<file path="src/rtl/ssc_pkg.sv">
package ssc_pkg;

  typedef struct packed {
    logic level;
    logic rise;
    logic fall;
  } line_evt_t;

  function automatic line_evt_t sense_line(input logic prev, input logic cur);
    line_evt_t e;
    e.level = cur;
    e.rise  = cur & ~prev;
    e.fall  = prev & ~cur;
    return e;
  endfunction

endpackage

</file>
<file path="src/rtl/ssc_line_sync.sv">
module ssc_line_sync
  import ssc_pkg::*;
#(
  parameter int   STAGES  = 2,
  parameter logic IDLE_LV = 1'b0
) (
  input  logic      clk,
  input  logic      rst_n,
  input  logic      raw,
  output line_evt_t evt
);
  logic [STAGES-1:0] stg;
  logic              prev;

  always_ff @(posedge clk or negedge rst_n) begin
    if (!rst_n) begin
      stg  <= {STAGES{IDLE_LV}};
      prev <= IDLE_LV;
    end else begin
      stg  <= {stg[STAGES-2:0], raw};
      prev <= stg[STAGES-1];
    end
  end

  assign evt = sense_line(prev, stg[STAGES-1]);
endmodule

</file>
<file path="src/rtl/ssc_shifter.sv">
module ssc_shifter #(
  parameter int WORD_W = 8
) (
  input  logic              clk,
  input  logic              arst_n,
  input  logic              shift_en,
  input  logic              drive_en,
  input  logic              bit_in,
  output logic [WORD_W-1:0] word,
  output logic              chain_bit
);
  function automatic logic [WORD_W-1:0] push_lsb(input logic [WORD_W-1:0] w, input logic b);
    return {w[WORD_W-2:0], b};
  endfunction

  always_ff @(posedge clk or negedge arst_n) begin
    if (!arst_n) begin
      word      <= '0;
      chain_bit <= 1'b0;
    end else begin
      if (shift_en) word <= push_lsb(word, bit_in);
      if (drive_en) chain_bit <= word[WORD_W-1];
    end
  end
endmodule

</file>
<file path="src/rtl/ssc_latch.sv">
module ssc_latch #(
  parameter int WORD_W = 8
) (
  input  logic              clk,
  input  logic              arst_n,
  input  logic              load,
  input  logic [WORD_W-1:0] d,
  output logic [WORD_W-1:0] q
);
  always_ff @(posedge clk or negedge arst_n) begin
    if (!arst_n)   q <= '0;
    else if (load) q <= d;
  end
endmodule

</file>
<file path="src/rtl/serial_switch_ctrl.sv">
module serial_switch_ctrl
  import ssc_pkg::*;
#(
  parameter int WORD_W      = 8,
  parameter int SYNC_STAGES = 2
) (
  input  logic              clk,
  input  logic              rst_n,
  input  logic              clr_n,
  input  logic              frame_n,
  input  logic              ser_clk,
  input  logic              ser_din,
  output logic [WORD_W-1:0] sw_en,
  output logic              chain_pull_low
);
  localparam int          NLINES  = 3;
  localparam int          L_CLK   = 0;
  localparam int          L_DIN   = 1;
  localparam int          L_FRAME = 2;
  localparam logic [2:0]  IDLE_LV = 3'b100;

  logic [NLINES-1:0] raw_lines;
  line_evt_t         evt [NLINES];

  assign raw_lines = {frame_n, ser_din, ser_clk};

  for (genvar i = 0; i < NLINES; i++) begin : g_sync
    ssc_line_sync #(.STAGES(SYNC_STAGES), .IDLE_LV(IDLE_LV[i])) u_sync (
      .clk   (clk),
      .rst_n (rst_n),
      .raw   (raw_lines[i]),
      .evt   (evt[i])
    );
  end

  // Named internal events, observed by the bound checker.
  logic              in_frame;
  logic              shift_evt;
  logic              drive_evt;
  logic              latch_evt;
  logic              arst_n;
  logic [WORD_W-1:0] shift_word;
  logic              chain_bit;

  assign in_frame  = ~evt[L_FRAME].level;
  assign shift_evt = in_frame & evt[L_CLK].fall;
  assign drive_evt = in_frame & evt[L_CLK].rise;
  assign latch_evt = evt[L_FRAME].rise;
  assign arst_n    = rst_n & clr_n;

  ssc_shifter #(.WORD_W(WORD_W)) u_shift (
    .clk       (clk),
    .arst_n    (arst_n),
    .shift_en  (shift_evt),
    .drive_en  (drive_evt),
    .bit_in    (evt[L_DIN].level),
    .word      (shift_word),
    .chain_bit (chain_bit)
  );

  ssc_latch #(.WORD_W(WORD_W)) u_latch (
    .clk    (clk),
    .arst_n (arst_n),
    .load   (latch_evt),
    .d      (shift_word),
    .q      (sw_en)
  );

  assign chain_pull_low = ~chain_bit;
endmodule

</file>
<file path="config.mk">
export PLATFORM = sky130hd
export DESIGN_NAME = serial_switch_ctrl
export DESIGN_NICKNAME = d
export VERILOG_FILES = /design/src/rtl/ssc_pkg.sv /design/src/rtl/ssc_line_sync.sv /design/src/rtl/ssc_shifter.sv /design/src/rtl/ssc_latch.sv /design/src/rtl/serial_switch_ctrl.sv
export SDC_FILE = /design/constraint.sdc
export NUM_CORES = 1
export LEC_CHECK = 0
export ABC_CLOCK_PERIOD_IN_PS = 2800
export BUFFER_PORTS_ARGS = -buffer_cell sky130_fd_sc_hd__clkbuf_2
export CORE_MARGIN = 2
export CORE_UTILIZATION = 55
export DETAILED_ROUTE_END_ITERATION = 8
export MAX_ROUTING_LAYER = met4
export PLACE_DENSITY = 0.78
export SLEW_MARGIN = 10
export SYNTH_ARGS = -nofsm -noshare
export SYNTH_HDL_FRONTEND = slang
export SYNTH_SLANG_ARGS = --single-unit
</file>
<file path="constraint.sdc">
create_clock -name clk -period 2.8 [get_ports clk]
set_clock_uncertainty 0.1 [all_clocks]
set_input_delay 0.42 -clock clk [delete_from_list [all_inputs] [get_ports clk]]
set_output_delay 0.42 -clock clk [all_outputs]
set_load 0.005 [all_outputs]
</file>
Word level (Yosys, flattened, before mapping)
Cells that the tools add are included.
Storage, ports and cells
  bits of input ports: 6
  register bits after elaboration: 25
  logic and storage cells: 19
  output and inout port bits: 9
Operators by class
  bitwise gates (word level): 11
Operator list (number)
  AND 1 bit: 6
  inverter 1 bit: 5

Depth between registers and ports, before layout
  word-level depth: 3
  depth in mapped cells: 3
  mapped depth without buffers: 2

By module
Synthesis repeated with hierarchy kept, for this count alone.
Unflattened totals
  cell total of the unflattened synthesis: 58
  area, all modules: 1018.5 µm²
By module, submodules not included
  ssc_shifter: seq. area each 225.2 µm², cells an instance 19, area an instance 367.9 µm², times used 1
  ssc_latch: seq. area each 200.2 µm², cells an instance 17, area an instance 331.6 µm², times used 1
  ssc_line_sync at g_sync[0].u_sync ...: seq. area each 75.1 µm², cells an instance 6, area an instance 97.6 µm², times used 2
  ssc_line_sync at g_sync[2].u_sync: seq. area each 78.8 µm², cells an instance 6, area an instance 101.3 µm², times used 1
  serial_switch_ctrl: seq. area each 0.0 µm², cells an instance 4, area an instance 22.5 µm², times used 1

Worst setup path before layout
OpenSTA, ideal clock, no wires.
  path kind: reg2reg
  from: register g_sync[2].u_sync.stg[1]
  to: register u_latch.q[0]
  library setup time: 0.125 ns
  required time: 2.575 ns
  clock period less this slack: 1.405 ns
  data arrival time: 1.180 ns
  cell stages (with the launch flop): 4
  path buffers: 1
  path slack: 1.395 ns
  path through: dfstp_2 nor2b_1 buf_2 mux2_2
Between the ends
  longest elaborated chain between the ends: 1
Ends and longest elaborated chain
  start: declaration: RTL line ssc_line_sync.sv:12  | logic [STAGES-1:0] stg;
  start signal: assignment: RTL line ssc_line_sync.sv:17  | stg <= {STAGES{IDLE_LV}};
  start signal: assignment: RTL line ssc_line_sync.sv:20  | stg <= {stg[STAGES-2:0], raw};
  AND 1 bit: RTL line ssc_pkg.sv:12  | e.rise = cur & ~prev;
  end signal: assignment: RTL line ssc_latch.sv:11  | if (!arst_n) q <= '0;
  end signal: assignment: RTL line ssc_latch.sv:12  | else if (load) q <= d;
  end: declaration: RTL line ssc_latch.sv:8  | output logic [WORD_W-1:0] q
Every way passes these cells.
A chain may end at the register's enable or synchronous reset.

Final worst setup path
  from: register g_sync[2].u_sync.stg[1]
  to: register u_latch.q[3]
The elaborated chain is that of the path after synthesis.

==> impl_metrics.ini <==
[yosys]
synthesized_area_fraction_occupied_by_adder_cells = 0
post_synth_main_area_contributors = dfrtp_1 (63%), mux2_2 (22%), dfstp_2 (9.1%)
synth-xor-area-share = 0
synth.mux.area_fraction = 0.220
synthMostInstantiatedCell = dfrtp_1
mapped_nets = 54
synth-simple-area-share = 0.0447
synth_top_cell_by_area = dfrtp_1
synthesis.yosys.warnings = 0
asyncSetResetFlopFracSynth = 1.00
synth_area_per_cell_sq_um = 18.1
netlist_instances = 48
synth.top_cell.area_share = 0.634
synth_edf_count = 0
synth_top_family_by_area = multiplexers
mappedNetlistArea_sq_um = 868
yosys_register_bits = 25
post_synth_most_frequent_cells = dfrtp_1 (22), mux2_2 (17), dfstp_2 (3)
seq_area_frac_synth = 0.725
synth.lib_cells_used.distinct = 9
synth_compound_area_frac = 0
synthFlopType = dfrtp_1

[clocking]
worst_skew_pair.late_latency_ns = 0.32
cts.sink_count = 25
clock_tree.root_cell = clkbuf_4
number_of_buffers_created_by_cts = 3
clk_pin_slew_worst_paths_ns = 0.13
post_cts.resized_instances = 0
cts_buffer_depth = 2
tritoncts = yes
htree_levels = 1

[pwr]
p_int_uw = 631
power_density_mw_per_mm2 = 860
vdd_drop_max_mv = 0.499
clock_power_share = 0.183
comb_power_share = 0.199
p_sw_uw = 221
static-leakage-power_uw = 0.000475
power.sequential.fraction = 0.618
switching_share = 0.259

[detailed_routing]
dr.pass1.iters = 2
drc_errors = 0
num_vias = 431
avgViaCountPerCell = 5.26
route.antenna.remaining_nets = 0
routed_wire_length_per_instance_um = 14.3
drtIter0Drc = 3
route.final.wire_length_mm = 1.17

[floorplan]
dieHeight_um = 43.7
floorplan.core_area_sq_mm = 0.00149
die_width_um = 43.7
design.portCount = 15
fp-row-count = 14
fp.dieArea_sq_mm = 0.00191
floorplan.initialDensity = 0.583

[critical_path]
r2r.worst_path.cells = 2
critical_path.reg2reg.endpoint = u_latch.q[3]$_DFFE_PN0P_
critical_path.startpoint = g_sync[2].u_sync.stg[1]$_DFF_PN1_
worst-endpoint-required_ns = 2.92
cp-end-kind = flop
cp.arrival_ns = 1.86
worst_reg2reg_startpoint = g_sync[2].u_sync.stg[1]$_DFF_PN1_
crit_end = u_latch.q[3]$_DFFE_PN0P_
regToRegSetupSlack_ns = 1.05
worstSetupStartpointType = flop
critPathMaxFanout = 8
critical_path_class = reg -> reg

[placed_design]
port_buffers = 14
gp_routability_congestion = 0.742
place.detailed.hpwl_um = 856
post-place-cells = 77
detailedPlace.worstSlack_ns = 1.02

[sta]
grt_setup_unrepaired = no
postLayoutSetupSlackWorst_ns = 1.05
drv_slew = 0
period_share = 0.623
hold_viol_final = 0
fin_tns_setup_ns = 0
clock.fmax_mhz = 573
layout_min_cycle_time_ns = 1.75
transition_time_at_the_pin_with_the_least_slew_margin_ns = 0.739
worst_slew_margin_rel = 0.508
timing.final.setup_violations = 0

[global_routing]
grt_pass1_wl_mm = 2.00
grt_antenna_before_repair = 0
global_route.usage.total = 0.155
grt_start_max_net_pins = 18
overflow = 0
first_global_vias = 450

[final_layout]
antenna-diode-count = 0
finalNetCount = 73
final-instance-count-excl-fill = 82
synthToLayoutAreaGrowth_pct = 14.0
proportion_of_layout_cells_with_a_drive_suffix_above_1 = 0.576

[outcome]
outcome = finished, final reports clean

[min_path]
hold_class = in -> reg

[job]
timing.max_cap.violations = 0
==> through the flow <==
stage / utilization / power, uW / hold WS (ns) / instance area (sq um)
2_1_floorplan: - / 620 / 0.0244 / 868
3_3_place_gp: 0.640 / 695 / 0.171 / 953
3_5_place_dp: 0.640 / 706 / 0.175 / 953
4_1_cts: 0.665 / 861 / 0.0613 / 990
5_1_grt: 0.665 / 899 / 0.0715 / 990
6_report: 0.665 / 852 / 0.0733 / 990
==> cells in the final DEF (no fill, tap or decap) <==
master         count
clkbuf_1           1
dfrtp_1           22
mux2_2            17
clkbuf_2          14
nor2b_1            1
dlygate4sd3_1      1
nor3b_4            1
inv_1              1
dfstp_2            3
clkbuf_4           3
and2_1             1
nor3b_1            1
==> worst min-delay path by stage <==
stage                 start  slack [ns]  depth (start not counted)                           endpoint
global placement      rst_n        0.17                          1    g_sync[0].u_sync.prev$_DFF_PN0_
detailed placement    rst_n        0.18                          1  g_sync[0].u_sync.stg[1]$_DFF_PN0_
finish              frame_n        0.07                          1  g_sync[2].u_sync.stg[0]$_DFF_PN1_
CTS                 frame_n        0.06                          1  g_sync[2].u_sync.stg[0]$_DFF_PN1_
global route        frame_n        0.07                          1  g_sync[2].u_sync.stg[0]$_DFF_PN1_
floorplan             rst_n        0.02                          0    g_sync[0].u_sync.prev$_DFF_PN0_
==> registers in the layout, indices dropped and copies added, names as in the netlist <==
| name | cells |
|---|---|
| g_sync.u_sync.stg | 6 |
| g_sync.u_sync.prev | 2 |
| u_shift.chain_bit | 1 |
| u_latch.q | 8 |
| u_shift.word | 8 |
==> power by group through the flow <==
stage          clock (uW)  combinational (uW)  sequential, uW
3_5_place_dp            0                 172             534
2_1_floorplan           0                99.6             521
6_report              156                 170             526
4_1_cts               161                 173             526
3_3_place_gp            0                 164             530
5_1_grt               170                 187             542
==> cells by family after synthesis <==
group,after synthesis
buf+inv,2
mux,17
flops,25
simple gates,4
==> timing repair <==
item,CTS,global route
hold buffers,1,0
hold endpoints to repair,5,0
setup buffers,0,0
==> routing by layer <==
layer / track usage / routed length, um / up-vias
met5: - / 0 / -
met4: 0.0909 / 29 / 0
met3: 0.0250 / 54 / 2
met2: 0.215 / 526 / 13
met1: 0.216 / 559 / 214
li1: - / - / 202
==> worst max-delay path, cell delays in order, from the launching register on <==
cell and delay (ns):
dfstp_2 0.59, nor2b_1 0.55, mux2_2 0.41
==> area by class of cell <==
type,instances,area [sq um]
inverters,1,3.75
clock buffers,4,26.3
flip-flops and latches,25,629
well taps,16,20.0
repair buffers,15,80.1
multi-input cells,21,230
fillers,98,499
(Power assumes the default switching activity.)
